[config.mk]
export PLATFORM = sky130hd
export DESIGN_NAME = ilv_serializer
export DESIGN_NICKNAME = d
export VERILOG_FILES = /design/src/rtl/ilv_ser_pkg.sv /design/src/rtl/ilv_ser_clkgen.sv /design/src/rtl/ilv_ser_capture.sv /design/src/rtl/ilv_ser_bank.sv /design/src/rtl/ilv_serializer.sv
export SDC_FILE = /design/constraint.sdc
export NUM_CORES = 1
export LEC_CHECK = 0
export BUFFER_PORTS_ARGS = -buffer_cell sky130_fd_sc_hd__buf_4
export CAP_MARGIN = 10
export CORE_ASPECT_RATIO = 1.5
export CORE_MARGIN = 2
export CORE_UTILIZATION = 30
export DETAILED_ROUTE_END_ITERATION = 8
export PLACE_DENSITY_LB_ADDON = 0.05
export SLEW_MARGIN = 30
export SYNTH_ARGS = -nofsm -noshare
export SYNTH_HDL_FRONTEND = slang
export SYNTH_SLANG_ARGS = --single-unit
export TNS_END_PERCENT = 10
[constraint.sdc]
create_clock -name clk -period 2.15 [get_ports clk]
set_clock_uncertainty 0.1 [all_clocks]
set_input_delay 0.43 -clock clk [delete_from_list [all_inputs] [get_ports clk]]
set_output_delay 0.43 -clock clk [all_outputs]
set_load 0.03 [all_outputs]
[src/rtl/ilv_ser_pkg.sv]
package ilv_ser_pkg;

    typedef enum logic {
        RATE_HALF = 1'b0,
        RATE_FULL = 1'b1
    } rate_e;

    // Comma code word, stored so that bit 0 leaves the serializer first.
    localparam int                 COMMA_W    = 10;
    localparam logic [COMMA_W-1:0] COMMA_SEND = 10'b0101111100;

    // Modulus of the second and third divider stages for a given rate.
    function automatic int stage_mod(input rate_e rate, input int stage, input int half_group);
        if (rate == RATE_FULL) begin
            return (stage == 2) ? 2 : half_group;
        end
        return (stage == 2) ? half_group : 2;
    endfunction

endpackage

[src/rtl/ilv_ser_clkgen.sv]
module ilv_ser_clkgen
    import ilv_ser_pkg::*;
#(
    parameter int GROUP_W = 10
) (
    input  logic  clk,
    input  logic  rst_n,
    input  rate_e rate_i,
    output logic  phase_o,
    output logic  frame_end_o,
    output logic  strobe_o,
    output logic  strobe_dly_o
);
    localparam int HALF_G  = GROUP_W / 2;
    localparam int CW      = (HALF_G > 2) ? $clog2(HALF_G) : 1;
    localparam int FRAME_N = 2 * GROUP_W;
    localparam int GAP_W   = $clog2(FRAME_N) + 1;

    typedef struct packed {
        logic          s1;
        logic [CW-1:0] s2;
        logic [CW-1:0] s3;
        logic          strobe;
        logic          strobe_dly;
    } cg_t;

    cg_t           cg_d, cg_q;
    logic [CW-1:0] last2, last3;
    logic          wrap1, wrap2, wrap3;

    always_comb begin
        cg_d  = cg_q;
        last2 = CW'(stage_mod(rate_i, 2, HALF_G) - 1);
        last3 = CW'(stage_mod(rate_i, 3, HALF_G) - 1);
        wrap1 = cg_q.s1;
        wrap2 = wrap1 && (cg_q.s2 == last2);
        wrap3 = wrap2 && (cg_q.s3 == last3);

        cg_d.s1 = ~cg_q.s1;
        if (wrap1) begin
            cg_d.s2 = (cg_q.s2 == last2) ? '0 : cg_q.s2 + 1'b1;
        end
        if (wrap2) begin
            cg_d.s3 = (cg_q.s3 == last3) ? '0 : cg_q.s3 + 1'b1;
        end
        cg_d.strobe     = wrap3;
        cg_d.strobe_dly = cg_q.strobe;
    end

    always_ff @(posedge clk) begin
        if (!rst_n) begin
            cg_q <= '0;
        end else begin
            cg_q <= cg_d;
        end
    end

    assign phase_o      = cg_q.s1;
    assign frame_end_o  = wrap3;
    assign strobe_o     = cg_q.strobe;
    assign strobe_dly_o = cg_q.strobe_dly;

    // Checker: cycles since the previous strobe.
    logic [GAP_W-1:0] gap_q;
    logic             seen_q;

    always_ff @(posedge clk) begin
        if (!rst_n) begin
            gap_q  <= '0;
            seen_q <= 1'b0;
        end else if (cg_q.strobe) begin
            gap_q  <= '0;
            seen_q <= 1'b1;
        end else begin
            gap_q  <= gap_q + 1'b1;
        end
    end

    a_r2_strobe_period: assert property (@(posedge clk) disable iff (!rst_n)
        (strobe_o && seen_q) |-> (gap_q == GAP_W'(FRAME_N - 1)));

    a_r2_strobe_single: assert property (@(posedge clk) disable iff (!rst_n)
        strobe_o |=> !strobe_o);

endmodule

[src/rtl/ilv_ser_capture.sv]
module ilv_ser_capture
    import ilv_ser_pkg::*;
#(
    parameter int                 GROUP_W    = 10,
    parameter logic [GROUP_W-1:0] COMMA_WORD = COMMA_SEND
) (
    input  logic               clk,
    input  logic               rst_n,
    input  logic               strobe_i,
    input  logic               strobe_dly_i,
    input  logic [GROUP_W-1:0] lo_i,
    input  logic [GROUP_W-1:0] hi_i,
    input  logic               full_i,
    input  logic               comma_i,
    input  logic               pp_i,
    output logic [GROUP_W-1:0] lo_o,
    output logic [GROUP_W-1:0] hi_o,
    output rate_e              rate_o
);
    typedef struct packed {
        logic [GROUP_W-1:0] lo;
        logic [GROUP_W-1:0] hi;
        rate_e              rate;
        logic               comma;
        logic               pp;
    } cap_t;

    cap_t cap_d, cap_q;

    always_comb begin
        cap_d = cap_q;
        if (strobe_i) begin
            cap_d.lo    = comma_i ? COMMA_WORD : lo_i;
            cap_d.rate  = full_i ? RATE_FULL : RATE_HALF;
            cap_d.comma = comma_i;
            cap_d.pp    = pp_i;
            if (!pp_i) begin
                cap_d.hi = comma_i ? COMMA_WORD : hi_i;
            end
        end
        if (strobe_dly_i && cap_q.pp) begin
            cap_d.hi = cap_q.comma ? COMMA_WORD : hi_i;
        end
    end

    always_ff @(posedge clk) begin
        if (!rst_n) begin
            cap_q      <= '0;
            cap_q.rate <= RATE_FULL;
        end else begin
            cap_q <= cap_d;
        end
    end

    assign lo_o   = cap_q.lo;
    assign hi_o   = cap_q.hi;
    assign rate_o = cap_q.rate;

    a_r5_comma_lo: assert property (@(posedge clk) disable iff (!rst_n)
        (strobe_i && comma_i) |=> (cap_q.lo == COMMA_WORD));

    a_r6_late_hi: assert property (@(posedge clk) disable iff (!rst_n)
        (strobe_dly_i && cap_q.pp && !cap_q.comma) |=> (cap_q.hi == $past(hi_i)));

    a_r7_hi_kept: assert property (@(posedge clk) disable iff (!rst_n)
        (strobe_dly_i && !cap_q.pp) |=> $stable(cap_q.hi));

    a_r8_mode_hold: assert property (@(posedge clk) disable iff (!rst_n)
        !strobe_i |=> ($stable(cap_q.rate) && $stable(cap_q.comma) && $stable(cap_q.pp)));

endmodule

[src/rtl/ilv_ser_bank.sv]
module ilv_ser_bank #(
    parameter int GROUP_W = 10
) (
    input  logic               clk,
    input  logic               rst_n,
    input  logic               load_i,
    input  logic               shift_i,
    input  logic [GROUP_W-1:0] load_val_i,
    output logic               head_o
);
    typedef struct packed {
        logic [GROUP_W-1:0] sr;
    } bank_t;

    bank_t bank_d, bank_q;

    always_comb begin
        bank_d = bank_q;
        if (load_i) begin
            bank_d.sr = load_val_i;
        end else if (shift_i) begin
            bank_d.sr = {1'b0, bank_q.sr[GROUP_W-1:1]};
        end
    end

    always_ff @(posedge clk) begin
        if (!rst_n) begin
            bank_q <= '0;
        end else begin
            bank_q <= bank_d;
        end
    end

    assign head_o = bank_q.sr[0];

endmodule

[src/rtl/ilv_serializer.sv]
module ilv_serializer
    import ilv_ser_pkg::*;
#(
    parameter int                 GROUP_W    = 10,
    parameter logic [GROUP_W-1:0] COMMA_WORD = COMMA_SEND,
    localparam int                WORD_W     = 2 * GROUP_W
) (
    input  logic              clk,
    input  logic              rst_n,
    input  logic [WORD_W-1:0] par_data_i,
    input  logic              full_rate_i,
    input  logic              comma_en_i,
    input  logic              pingpong_i,
    output logic              ser_o,
    output logic              frame_strobe_o
);
    localparam int N_BANKS = 2;

    typedef struct packed {
        rate_e rate;
        logic  ser;
    } top_t;

    top_t top_d, top_q;

    logic               phase, frame_end, strobe, strobe_dly;
    logic [GROUP_W-1:0] cap_lo, cap_hi;
    rate_e              cap_rate;
    logic [WORD_W-1:0]  word;
    logic               bank_shift;
    logic [GROUP_W-1:0] bank_val  [N_BANKS];
    logic               bank_head [N_BANKS];

    ilv_ser_clkgen #(
        .GROUP_W (GROUP_W)
    ) clkgen_i (
        .clk          (clk),
        .rst_n        (rst_n),
        .rate_i       (top_q.rate),
        .phase_o      (phase),
        .frame_end_o  (frame_end),
        .strobe_o     (strobe),
        .strobe_dly_o (strobe_dly)
    );

    ilv_ser_capture #(
        .GROUP_W    (GROUP_W),
        .COMMA_WORD (COMMA_WORD)
    ) capture_i (
        .clk          (clk),
        .rst_n        (rst_n),
        .strobe_i     (strobe),
        .strobe_dly_i (strobe_dly),
        .lo_i         (par_data_i[GROUP_W-1:0]),
        .hi_i         (par_data_i[WORD_W-1:GROUP_W]),
        .full_i       (full_rate_i),
        .comma_i      (comma_en_i),
        .pp_i         (pingpong_i),
        .lo_o         (cap_lo),
        .hi_o         (cap_hi),
        .rate_o       (cap_rate)
    );

    assign word       = {cap_hi, cap_lo};
    assign bank_shift = phase && !frame_end;

    // Bank 0 takes the even bits, bank 1 the odd bits; in half rate bank 0
    // takes the lower group in order and bank 1 is idle.
    for (genvar j = 0; j < GROUP_W; j++) begin : g_bit_order
        assign bank_val[0][j] = (cap_rate == RATE_FULL) ? word[2*j]   : cap_lo[j];
        assign bank_val[1][j] = (cap_rate == RATE_FULL) ? word[2*j+1] : 1'b0;
    end

    for (genvar b = 0; b < N_BANKS; b++) begin : g_bank
        ilv_ser_bank #(
            .GROUP_W (GROUP_W)
        ) bank_i (
            .clk        (clk),
            .rst_n      (rst_n),
            .load_i     (frame_end),
            .shift_i    (bank_shift),
            .load_val_i (bank_val[b]),
            .head_o     (bank_head[b])
        );
    end

    always_comb begin
        top_d      = top_q;
        top_d.rate = frame_end ? cap_rate : top_q.rate;
        top_d.ser  = (top_q.rate == RATE_FULL && phase) ? bank_head[1] : bank_head[0];
    end

    always_ff @(posedge clk) begin
        if (!rst_n) begin
            top_q      <= '0;
            top_q.rate <= RATE_FULL;
        end else begin
            top_q <= top_d;
        end
    end

    assign ser_o          = top_q.ser;
    assign frame_strobe_o = strobe;

    a_r4_half_pair: assert property (@(posedge clk) disable iff (!rst_n)
        (top_q.rate == RATE_HALF && phase) |=> $stable(top_q.ser));

    a_r8_rate_frame: assert property (@(posedge clk) disable iff (!rst_n)
        !frame_end |=> $stable(top_q.rate));

endmodule

# [After elaboration in Yosys (flattened, before gate mapping)]
# Cells that the tools add are included.
[word_totals] in_bits=25 regBits=54 elab_cells=69
[classes] addsub=4 n_bitwise=1 n_eq_ne=3 n_mux=38 reduce_logical=9
[op_table] op="two-way mux 10 bit" count=9
[op_table] op="two-way mux 1 bit" count=22
[op_table] op="two-way mux 3 bit" count=5
[op_table] op="two-way mux 13 bit" count=1
[op_table] op="adder 3 x 1 -> 3 bit, second input constant" count=2
[op_table] op="equality test 3 bit" count=2
[op_table] op="logical AND 1 bit" count=5
[op_table] op="nonzero test 2 bit" count=2
[op_table] op="subtractor 3 x 1 -> 3 bit, second input constant" count=1
[op_table] op="subtractor 3 x 2 -> 3 bit, second input constant" count=1
[op_table] op="two-way mux 2 bit" count=1
[op_table] op="inequality test 2 x 1 -> 1 bit, second input constant" count=1
[op_table] op="AND reduction 2 bit" count=1
[op_table] op="logical NOT 1 bit" count=1
[op_table] op="NOT 1 bit" count=1

# [Depth between registers and ports, before layout]
# Gate-level depths: netlist of run 1.
[logic_depth] depth_word=10 depth_mapped=5 depth_no_buf=5

# [Modules after synthesis]
# From an unflattened synthesis of run 1, not the netlist that was laid out.
[unflattened] hier_cells=277 hier_area_um2=2753.9
[modules_own_cells] module="ilv_ser_capture" seq_area_each_um2=460.4 n_inst=1 area_per_inst_um2=1053.5 cells_per_inst=113
[modules_own_cells] module="ilv_ser_bank" seq_area_each_um2=200.2 n_inst=2 area_per_inst_um2=493.0 cells_per_inst=44
[modules_own_cells] module="ilv_ser_clkgen" seq_area_each_um2=180.2 n_inst=1 area_per_inst_um2=419.2 cells_per_inst=46
[modules_own_cells] module="ilv_serializer" seq_area_each_um2=40.0 n_inst=1 area_per_inst_um2=295.3 cells_per_inst=30

# [Worst setup path after synthesis of run 1]
# OpenSTA, ideal clock, no wires.
[synth_path] path_type="register to register" from="register top_q[1] in the netlist's numbering" to="register g_bank[1].bank_i.bank_q[0] in the netlist's numbering" path_stages_with_launch=6 t_arrival_ns=1.432 t_required_ns=1.928 synth_period_minus_slack_ns=1.654 path_slack_ns=0.496 path_cell_list="dfxtp_1 > nor4b_4 > nor2_2 > o21ba_1 > buf_2 > a221o_1"
[synth_via] elab_chain_cells=9 word_cells_on_any_way=15
[synth_rtl] item="from (decl)" line_no="ilv_serializer.sv:24" source="top_t top_d, top_q;"
[synth_rtl] item="from (signal assigned)" line_no="ilv_serializer.sv:98" source="top_q <= top_d;"
[synth_rtl] item="two-way mux 1 bit / two-way mux 2 bit (equally long branches)" line_no="ilv_ser_pkg.sv:14" source="if (rate == RATE_FULL) begin"
[synth_rtl] item="two-way mux 3 bit" line_no="ilv_ser_pkg.sv:17" source="return (stage == 2) ? half_group : 2;"
[synth_rtl] item="subtractor 3 x 2 -> 3 bit" line_no="ilv_ser_clkgen.sv:33" source="last2 = CW'(stage_mod(rate_i, 2, HALF_G) - 1);"
[synth_rtl] item="equality test 3 bit" line_no="ilv_ser_clkgen.sv:36" source="wrap2 = wrap1 && (cg_q.s2 == last2);"
[synth_rtl] item="logical AND 1 bit" line_no="ilv_ser_clkgen.sv:36"
[synth_rtl] item="logical AND 1 bit (*)" line_no="ilv_ser_clkgen.sv:37" source="wrap3 = wrap2 && (cg_q.s3 == last3);"
[synth_rtl] item="logical NOT 1 bit" line_no="ilv_serializer.sv:65" source="assign bank_shift = phase && !frame_end;"
[synth_rtl] item="logical AND 1 bit" line_no="ilv_serializer.sv:65"
[synth_rtl] item="nonzero test 2 bit (no line)"
[synth_rtl] item="to (signal assigned)" line_no="ilv_ser_bank.sv:30" source="bank_q <= bank_d;"
[synth_rtl] item="to (decl)" line_no="ilv_ser_bank.sv:15" source="bank_t bank_d, bank_q;"
# Mark *: on every way between the ends. The rest lies on a longest branch, timed or not.
# A chain may end at the register's enable or synchronous reset.

# [Worst setup path after layout of run 1]
[layout_path] from="register top_q[1] in the netlist's numbering" to="register g_bank[1].bank_i.bank_q[5] in the netlist's numbering"
# Same word-level chain as after synthesis.

==> metrics.md, run 1 <==
| Metric | Value |
|---|---|
| Status | finished, final reports clean |
| Sequential element share of the synthesized area | between 40% and 50% |
| Cell at the root of the clock tree | clkbuf_16 |
| RSZ-0062 raised after global routing | no |
| Clock transition time at the flip-flop clock pins of the worst setup and hold paths | 70 ps |
| Startpoint Class | flip-flop |
| Critical path buffers and inverters | 0 |
| Count of final setup violators | 0 |
| Number of synthesis warnings | 0 |
| Area Growth Syn to Fin | 20.7% |
| Final period demand of the worst path | 1850 ps |
| Num ports | 27 |
| Post-Place Worst Slack | 148 ps |
| DR vias | 1,899 |
| Most instantiated flip-flop cell in the synthesis netlist | dfxtp_1 |
| Count of port buffers added during placement | 26 |
| Post-synth EDFFs | 0 |
| Number of antenna violations at the first check in global routing | 0 |
| Cell count after synthesis | approximately 250 |
| IR drop worst, VDD | 0.000365 V |
| Crit path cell chain | nor4b_4, nor2_2, o21ba_1, a221o_1 |
| Post-synthesis cell type count | 38 |
| H-tree Lvls | 2 |
| Num Clock Sinks | 54 |
| Synthesized net count | 272 |
| Worst EP arrival | approximately 1900 ps |
| Number of hold-repair buffers added at the cts stage | 0 |
| Proportion of netlist area held by the largest area contributor | 46.6% |
| Fin crit share | between 80% and 90% |
| PnR worst setup slack | 304 ps |
| Slew @ Worst Pin | 577 ps |
| Cell with the most instances after synthesis | dfxtp_1 |
| Die Area | approximately 8500 µm² |
| Via count of the first global-routing pass | ~2,000 |
| Leak pwr | 1.08 nW |
| Number of gates given a new drive strength after cts | 0 |
| Critical path's largest stage delay | 450 ps |
| Antenna cells | 0 |
| Post-route ant nets | 0 |
| Number of buffers added by the clock tree synthesis step | 5 |
| DIE WIDTH | 75.8 µm |
| WP data required | between 2000 and 2500 ps |
| Min-Delay Path Class | in -> reg |
| Final RePlAce weighted congestion | 0.685 |
| Drt initial violations | 112 |
| Pwr Density | approximately 700 nW/µm² |
| FFs w/ async S/R, synth | 0% |
| CTS tree | done |
| Total track usage | 15.9% |
| Dominant cells by area after synthesis | dfxtp_1 (47%), mux2i_1 (5.6%), a221o_1 (3.9%) |
| First-pass GRT wire length | 10.2 mm |
| Initial core utilization | 30.7% |
| Number of max-capacitance violations reported | 0 |
| Average cell area after synthesis | 9.46 µm² |
| Core area | 7560 µm² |
| Remaining DRCs | 0 |
| Total half-perimeter wirelength after legalization and detailed placement | 4.35 mm |
| Total setup buffers inserted after CTS | 0 |
| Number of placement rows | 39 |
| Synth top cells by count | dfxtp_1 (54), nor2_1 (23), a21oi_1 (16), o21ai_0 (16) |
| Cell with the largest stage delay on the worst path | nor4b_4 |
| Number of vias per cell | 5.08 |
| Number of flip-flops and latches in the synthesized netlist | 54 |
| Total Neg Setup Slack | 0 ps |
| Die height | between 100 and 150 µm |
| Longest Clk Path Bufs | 2 |
| Max-slew headroom at the worst pin | 61.5% |
| Final hold viol count | 0 |
| GRT overflow | 0 |
| Leading area contributor after synthesis | dfxtp_1 |
| Critical Path Fanout Max | 9 |
| Category of cells accounting for the largest share of critical-path delay | compound AO/OA/AOI/OAI gates |
| Kind of critical path | reg -> reg |
| Avg WL per Cell | 16.2 µm |
| Number of max-slew violations in the final report | 0 |
| Post-Synthesis Cell Area | roughly 2300 µm² |
| Final net count | 299 |
| Critical Path Sink Type | flip-flop |
| Routed WL | 6.07 mm |
| Highest clock rate | about 0.54 GHz |
| Clock latency on the worst-skew pair | roughly 300 ps |
| Initial DRT Pass Iterations | 4 |
| Pin count of the biggest net entering global routing | 30 |
| Fraction of layout instances using a drive strength above 1 | between 15 and 20% |
[cell usage in the layout (no fill, tap or decap), drive strengths merged]
master   netlist  routed
a21oi         16      16
a221o          9       9
a22oi          4       4
a31oi          1       1
a41oi          1       1
and2          13      13
and4bb         2       2
buf            6      35
clkbuf         9       7
clkinv         1       1
dfxtp         54      54
ha             2       2
mux2i         13      13
nand2         11      11
nand2b         4       4
nand3          7       7
nand3b         9       9
nand4b         1       1
nor2          24      24
nor2b          6       6
nor3           3       3
nor4b          2       2
o2111ai        8       8
o21a           1       1
o21ai         18      18
o21ba          1       1
o22ai          6       6
o311ai         8       8
o31ai          3       3
or2            1       1
or3            1       1
[layout make-up]
type,count,area [µm²]
Multi-Input combinational cell,175,1180
Timing Repair Buffer,35,275
Sequential cell,54,1080
Clock buffer,7,133
Tap cell,102,128
Inverter,1,3.75
Fill cell,790,4770
[flip-flops by register name, summed over array words and instances, names as in the netlist]
signal and cells:
capture_i.lo_o 10, ser_o 1, capture_i.cap_q 2, capture_i.rate_o 1, clkgen_i.cg_q 6, clkgen_i.strobe_dly_o 1
clkgen_i.strobe_o 1, top_q 1, clkgen_i.phase_o 1, capture_i.hi_o 10, g_bank.bank_i.bank_q 20
[power by group]
part           internal [W]  switching, W  leakage, nW
clock              0.000428      0.000362       0.0640
combinational     0.0000564     0.0000619        0.579
sequential          0.00101    0.00000929        0.436
total               0.00149      0.000433         1.08
[per-stage QoR]
stage	utilization [%]	cells	hold WS, ps	power (W)	instance area, µm²
finish	37.0	374	249	0.00192	2800
global route	37.0	374	260	0.00200	2800
CTS	36.9	374	250	0.00195	2790
detailed placement	35.2	367	350	0.00116	2660
global placement	35.2	367	357	0.00116	2660
floorplan	-	245	325	0.00109	2320
[path summary, 6_finish.rpt]
| check | startpoint | to | slack, ps | depth (start not counted) |
|---|---|---|---|---|
| worst max-delay path | top_q[1] | g_bank[1].bank_i.bank_q[5] | 300 | 4 |
| worst min-delay path | full_rate_i | capture_i.rate_o | 250 | 3 |
| worst max register to register | top_q[1] | g_bank[1].bank_i.bank_q[5] | 300 | 4 |
| worst min register to register | g_bank[0].bank_i.bank_q[0] | ser_o | 360 | 2 |
[layer usage]
layer  global-route usage (%)  vias to the layer above  part of all wire (%)
met5                        0                        -                     0
met4                     5.85                        0                   2.3
met3                     3.71                        9                   2.8
met2                     26.4                       31                    51
met1                     19.3                      892                    44
li1                         -                      967                     -
[cells by family (layout without fill, tap and decap cells)]
family / after synthesis / count (layout) / synth area share (%)
AOI/OAI and AO/OA: 76 / 76 / 22.6
buffers and inverters: 16 / 43 / 2.75
and+or+nand+nor: 84 / 84 / 21.3
muxes: 13 / 13 / 5.61
adders and majority gates: 2 / 2 / 1.08
DFF: 54 / 54 / 46.6
[worst reg2reg max path, stage by stage, from the launching register on]
cell,delay (ps)
dfxtp_1,390
nor4b_4,450
nor2_2,140
o21ba_1,310
a221o_1,340
Power figures use the tool's default switching activity.
==> inputs of run 2 (changes only) <==
clock period = 2 ns   (was 2.15 ns; I/O delays follow)
==> metrics.md, run 2 (synthesis gave the netlist of run 1 again) <==
| Metric | Value |
|---|---|
| Slew @ Worst Pin | 405 ps (-172 ps) |
| DIE WIDTH | 75.8 µm (unchanged) |
| Leading cell type in the layout, fill and taps excluded | dfxtp_1 |
| Post-route ant nets | 0 (unchanged) |
| Highest clock rate | 0.558 GHz (+3.1%) |
| Clock transition time at the flip-flop clock pins of the worst setup and hold paths | 70 ps (about the same) |
| Number of max-slew violations in the final report | 0 (unchanged) |
| CTS tree | done |
| GRT overflow | 0 (unchanged) |
| Initial DRT Pass Iterations | 4 (unchanged) |
| Fraction of layout instances using a drive strength above 1 | 18.9% (+1.3 points) |
| Num ports | 27 (unchanged) |
| Final period demand of the worst path | 1790 ps (-55.0 ps) |
| Final net count | 301 (+0.67%) |
| Number of hold-repair buffers added at the cts stage | 0 (unchanged) |
| Final hold viol count | 0 (unchanged) |
| Count of final setup violators | 0 (unchanged) |
| Status | finished, final reports clean |
| Fin crit share | 89.6% (+3.7 points) |
| Die Area | 8460 µm² (unchanged) |
| Number of gates given a new drive strength after cts | 0 (unchanged) |
| Largest register FFs | 20 (unchanged) |
| Num Clock Sinks | 54 (unchanged) |
| Most frequent cells in the layout | dfxtp_1 (54), buf_4 (37), nor2_1 (23) |
| Longest Clk Path Bufs | 2 (unchanged) |
| Max-slew headroom at the worst pin | 73.0% (+11 points) |
| Total setup buffers inserted after CTS | 0 (unchanged) |
| Pwr Density | 826 nW/µm² (+20%) |
| Total half-perimeter wirelength after legalization and detailed placement | 4.40 mm (+1.1%) |
| Total track usage | 15.9% (+0.065 points) |
| Routed WL | 6.17 mm (+1.8%) |
| RSZ-0062 raised after global routing | no |
| Summed area of non-filler cells in the final layout | 2860 µm² (+2.3%) |
| Drt initial violations | 67 (-40%) |
| Number of buffers added by the clock tree synthesis step | 5 (unchanged) |
| Worst EP arrival | 1880 ps (-50 ps) |
| Via count of the first global-routing pass | 1,874 (-5.5%) |
| Antenna cells | 0 (unchanged) |
| Number of antenna violations at the first check in global routing | 0 (unchanged) |
| Critical Path Fanout Max | 9 (unchanged) |
| Clock latency on the worst-skew pair | 300 ps (about the same) |
| Startpoint Class | flip-flop |
| DR vias | 1,900 (+0.053%) |
| WP data required | 2090 ps (-140 ps) |
| First-pass GRT wire length | 10.0 mm (-1.6%) |
| H-tree Lvls | 2 (unchanged) |
| Cell at the root of the clock tree | clkbuf_16 |
| Cell area reported after detailed placement | 2660 µm² (about the same) |
| Final RePlAce weighted congestion | 0.727 (+6.0%) |
| Total Neg Setup Slack | 0 ps (unchanged) |
| IR drop worst, VDD | 0.000439 V (+20%) |
| Core area | 7560 µm² (unchanged) |
| Number of vias per cell | 5.04 (-0.74%) |
| Min-Delay Path Class | in -> reg |
| Pin count of the biggest net entering global routing | 30 (unchanged) |
| Remaining DRCs | 0 (unchanged) |
| Number of max-capacitance violations reported | 0 (unchanged) |
| Area Growth Syn to Fin | 23.5% |
| Initial core utilization | 30.7% (unchanged) |
| Kind of critical path | reg -> reg |
| End-of-flow core utilization | 37.8% (+0.86 points) |
| Count of port buffers added during placement | 26 (unchanged) |
| Power consumption | 0.00236 W (+23%) |
| Die height | 112 µm (unchanged) |
| Largest register by flop count | g_bank.bank_i.bank_q |
| Number of placement rows | 39 (unchanged) |
| Critical Path Sink Type | flip-flop |
| Leak pwr | 1.12 nW (+3.6%) |
| Avg WL per Cell | 16.4 µm (+0.95%) |
[run 2: layer usage]
layer | global-route usage, % | wire length [µm]
met5 | 0 | 0
met4 | 7.02 | 170
met3 | 3.35 | 167
met2 | 26.6 | 3160
met1 | 19.0 | 2680
[run 2: area by class of cell]
class                      instances  area, µm²
tap                              102        128
fill                             799       4700
inverter                           1       3.75
timing repair buffer              37        278
multi-input combinational        175       1170
sequential                        54       1080
clock buffer                       6        139
clock inverter                     2       60.1
[run 2: path summary, 6_finish.rpt]
| check | startpoint | end | slack (ps) | cells past startpoint |
|---|---|---|---|---|
| worst max-delay path | top_q[1] | g_bank[1].bank_i.bank_q[6] | 210 | 4 |
| worst min-delay path | par_data_i[1] | capture_i.lo_o[1] | 230 | 3 |
| worst max register to register | top_q[1] | g_bank[1].bank_i.bank_q[6] | 210 | 4 |
| worst min register to register | g_bank[0].bank_i.bank_q[0] | ser_o | 360 | 2 |
[run 2: report_power, final]
part	total (W)	internal, W	switching, W
registers	0.00109	0.00108	0.0000115
logic	0.000123	0.0000579	0.0000647
clock network	0.00115	0.000752	0.000396
total	0.00236	0.00189	0.000472
[run 2: critical path, cell delays in order (launching register included)]
cell	delay, ps
dfxtp_1	390
nor4b_4	420
nor2_2	120
o21ba_1	310
a221o_1	330
[run 2: per-stage QoR]
stage	cells	hold slack, ps	worst slack [ps]
after detailed placement	369	348	220
after floorplan	245	325	346
final	377	227	209
after global routing	377	239	117
after CTS	377	221	209
after global placement	369	348	243
==> inputs of run 3 (changes only) <==
CELL_PAD_IN_SITES_DETAIL_PLACEMENT = 0   (was default)
CELL_PAD_IN_SITES_GLOBAL_PLACEMENT = 1   (was default)
==> metrics.md, run 3 (synthesis gave the netlist of run 1 again) <==
| Metric | Value |
|---|---|
| Status | finished, final reports clean |
| Largest register FFs | 20 (unchanged) |
| Number of max-slew violations in the final report | 0 (unchanged) |
| Total of fill cells in the finished design | 799 (unchanged) |
| First-pass GRT wire length | 10.1 mm (+0.35%) |
| Via count of the first global-routing pass | 1,940 (+3.5%) |
| Pwr Density | 749 nW/µm² (-9.3%) |
| Total track usage | 16.0% (about the same) |
| RSZ-0062 raised after global routing | no |
| Num ports | 27 (unchanged) |
| Power consumption | 0.00210 W (-11%) |
| IR drop worst, VDD | 0.000360 V (-18%) |
| Pin count of the biggest net entering global routing | 30 (unchanged) |
| Final hold viol count | 0 (unchanged) |
| DR vias | 1,928 (+1.5%) |
| Number of hold-repair buffers added at the cts stage | 0 (unchanged) |
| Final period demand of the worst path | 1770 ps (-17.1 ps) |
| Worst EP arrival | 1850 ps (-30 ps) |
| DIE WIDTH | 75.8 µm (unchanged) |
| Critical Path Sink Type | flip-flop |
| Cell at the root of the clock tree | clkbuf_16 |
| Die Area | 8460 µm² (unchanged) |
| Kind of critical path | reg -> reg |
| Critical path's largest stage delay | 420 ps (about the same) |
| Post-route ant nets | 0 (unchanged) |
| Area Growth Syn to Fin | 20.9% |
| Avg WL per Cell | 16.6 µm (+1.4%) |
| CTS tree | done |
| Num Clock Sinks | 54 (unchanged) |
| Cell with the largest stage delay on the worst path | nor4b_4 |
| Min-Delay Path Class | in -> reg |
| Count of port buffers added during placement | 26 (unchanged) |
| Antenna cells | 0 (unchanged) |
| Routed WL | 6.24 mm (+1.2%) |
| Dpl cells | 368 (-0.27%) |
| Crit path cell chain | nor4b_4, o21ai_1, buf_4, o21ai_0, a31oi_1 |
| Number of antenna violations at the first check in global routing | 0 (unchanged) |
| Area taken by flip-flops and latches | 1080 µm² (unchanged) |
| Clock latency on the worst-skew pair | 300 ps (about the same) |
| Largest register by flop count | g_bank.bank_i.bank_q |
| Core area | 7560 µm² (unchanged) |
| Number of max-capacitance violations reported | 0 (unchanged) |
| Final RePlAce weighted congestion | 0.727 (about the same) |
| Slew @ Worst Pin | 523 ps (+118 ps) |
| Initial core utilization | 30.7% (unchanged) |
| Die height | 112 µm (unchanged) |
| Most frequent cells in the layout | dfxtp_1 (54), buf_4 (36), nor2_1 (23) |
| Initial DRT Pass Iterations | 4 (unchanged) |
| Final net count | 300 (-0.33%) |
| Leading cell type in the layout, fill and taps excluded | dfxtp_1 |
| Number of placement rows | 39 (unchanged) |
| Number of gates given a new drive strength after cts | 0 (unchanged) |
| Longest Clk Path Bufs | 2 (unchanged) |
| WP data required | 2070 ps (-20 ps) |
| Critical Path Fanout Max | 14 (+5) |
| Total half-perimeter wirelength after legalization and detailed placement | 4.51 mm (+2.4%) |
| Fraction of layout instances using a drive strength above 1 | 18.2% (-0.66 points) |
| H-tree Lvls | 2 (unchanged) |
| Remaining DRCs | 0 (unchanged) |
| Drt initial violations | 117 (+75%) |
| End-of-flow core utilization | 37.1% (-0.78 points) |
| Fin crit share | 88.7% (-0.85 points) |
| Area of the multi-input gates | 1170 µm² (unchanged) |
| Clock transition time at the flip-flop clock pins of the worst setup and hold paths | 70 ps (about the same) |
| Total setup buffers inserted after CTS | 0 (unchanged) |
| Count of final setup violators | 0 (unchanged) |
| Leak pwr | 1.09 nW (-2.6%) |
| Highest clock rate | 0.564 GHz (+0.96%) |
| Total Neg Setup Slack | 0 ps (unchanged) |
| GRT overflow | 0 (unchanged) |
| Number of buffers added by the clock tree synthesis step | 5 (unchanged) |
| Max-slew headroom at the worst pin | 64.8% (-8.1 points) |
| Number of vias per cell | 5.13 (+1.7%) |
| Startpoint Class | flip-flop |
| Final non-filler cell total | 376 (-0.27%) |
## run 3: metal layers
metal / GRT usage (%) / share of wire, %
met5: 0 / 0
met4: 5.73 / 2.3
met3: 3.44 / 2.1
met2: 26.9 / 53
met1: 19.3 / 42
## run 3: area by class of cell
class	count	share of cell area (%)
Multi-Input combinational cell	175	41.9
Sequential cell	54	38.6
Timing Repair Buffer	36	9.64
Clock buffer	7	5.09
Tap cell	102	4.55
Clock inverter	1	0.178
Inverter	1	0.134
## run 3: final timing paths
kind                                            startpoint                    endpoint  slack [ps]  depth (start not counted)
worst max register to register                    top_q[1]  g_bank[0].bank_i.bank_q[0]         230                          5
worst max-delay path                              top_q[1]  g_bank[0].bank_i.bank_q[0]         230                          5
worst min-delay path                         par_data_i[0]           capture_i.lo_o[0]         230                          3
worst min register to register  g_bank[0].bank_i.bank_q[0]                       ser_o         360                          2
## run 3: metrics by stage
step / setup WS (ps) / area (µm²) / hold slack (ps)
2_1_floorplan: 346 / 2320 / 325
3_3_place_gp: 197 / 2660 / 342
3_5_place_dp: 209 / 2660 / 346
4_1_cts: 194 / 2800 / 225
5_1_grt: 125 / 2800 / 243
6_report: 226 / 2800 / 226
## run 3: power breakdown
part,switching [W],internal (W)
registers,0.0000112,0.00108
logic,0.0000663,0.0000579
clock network,0.000385,0.000497
total,0.000463,0.00164
## run 3: critical path, delay by kind of cell, from the launching register on
kind            cells  cell delay [ps]
compound gates      3              550
flops               1              390
simple gates        1              420
buf+inv             1              200
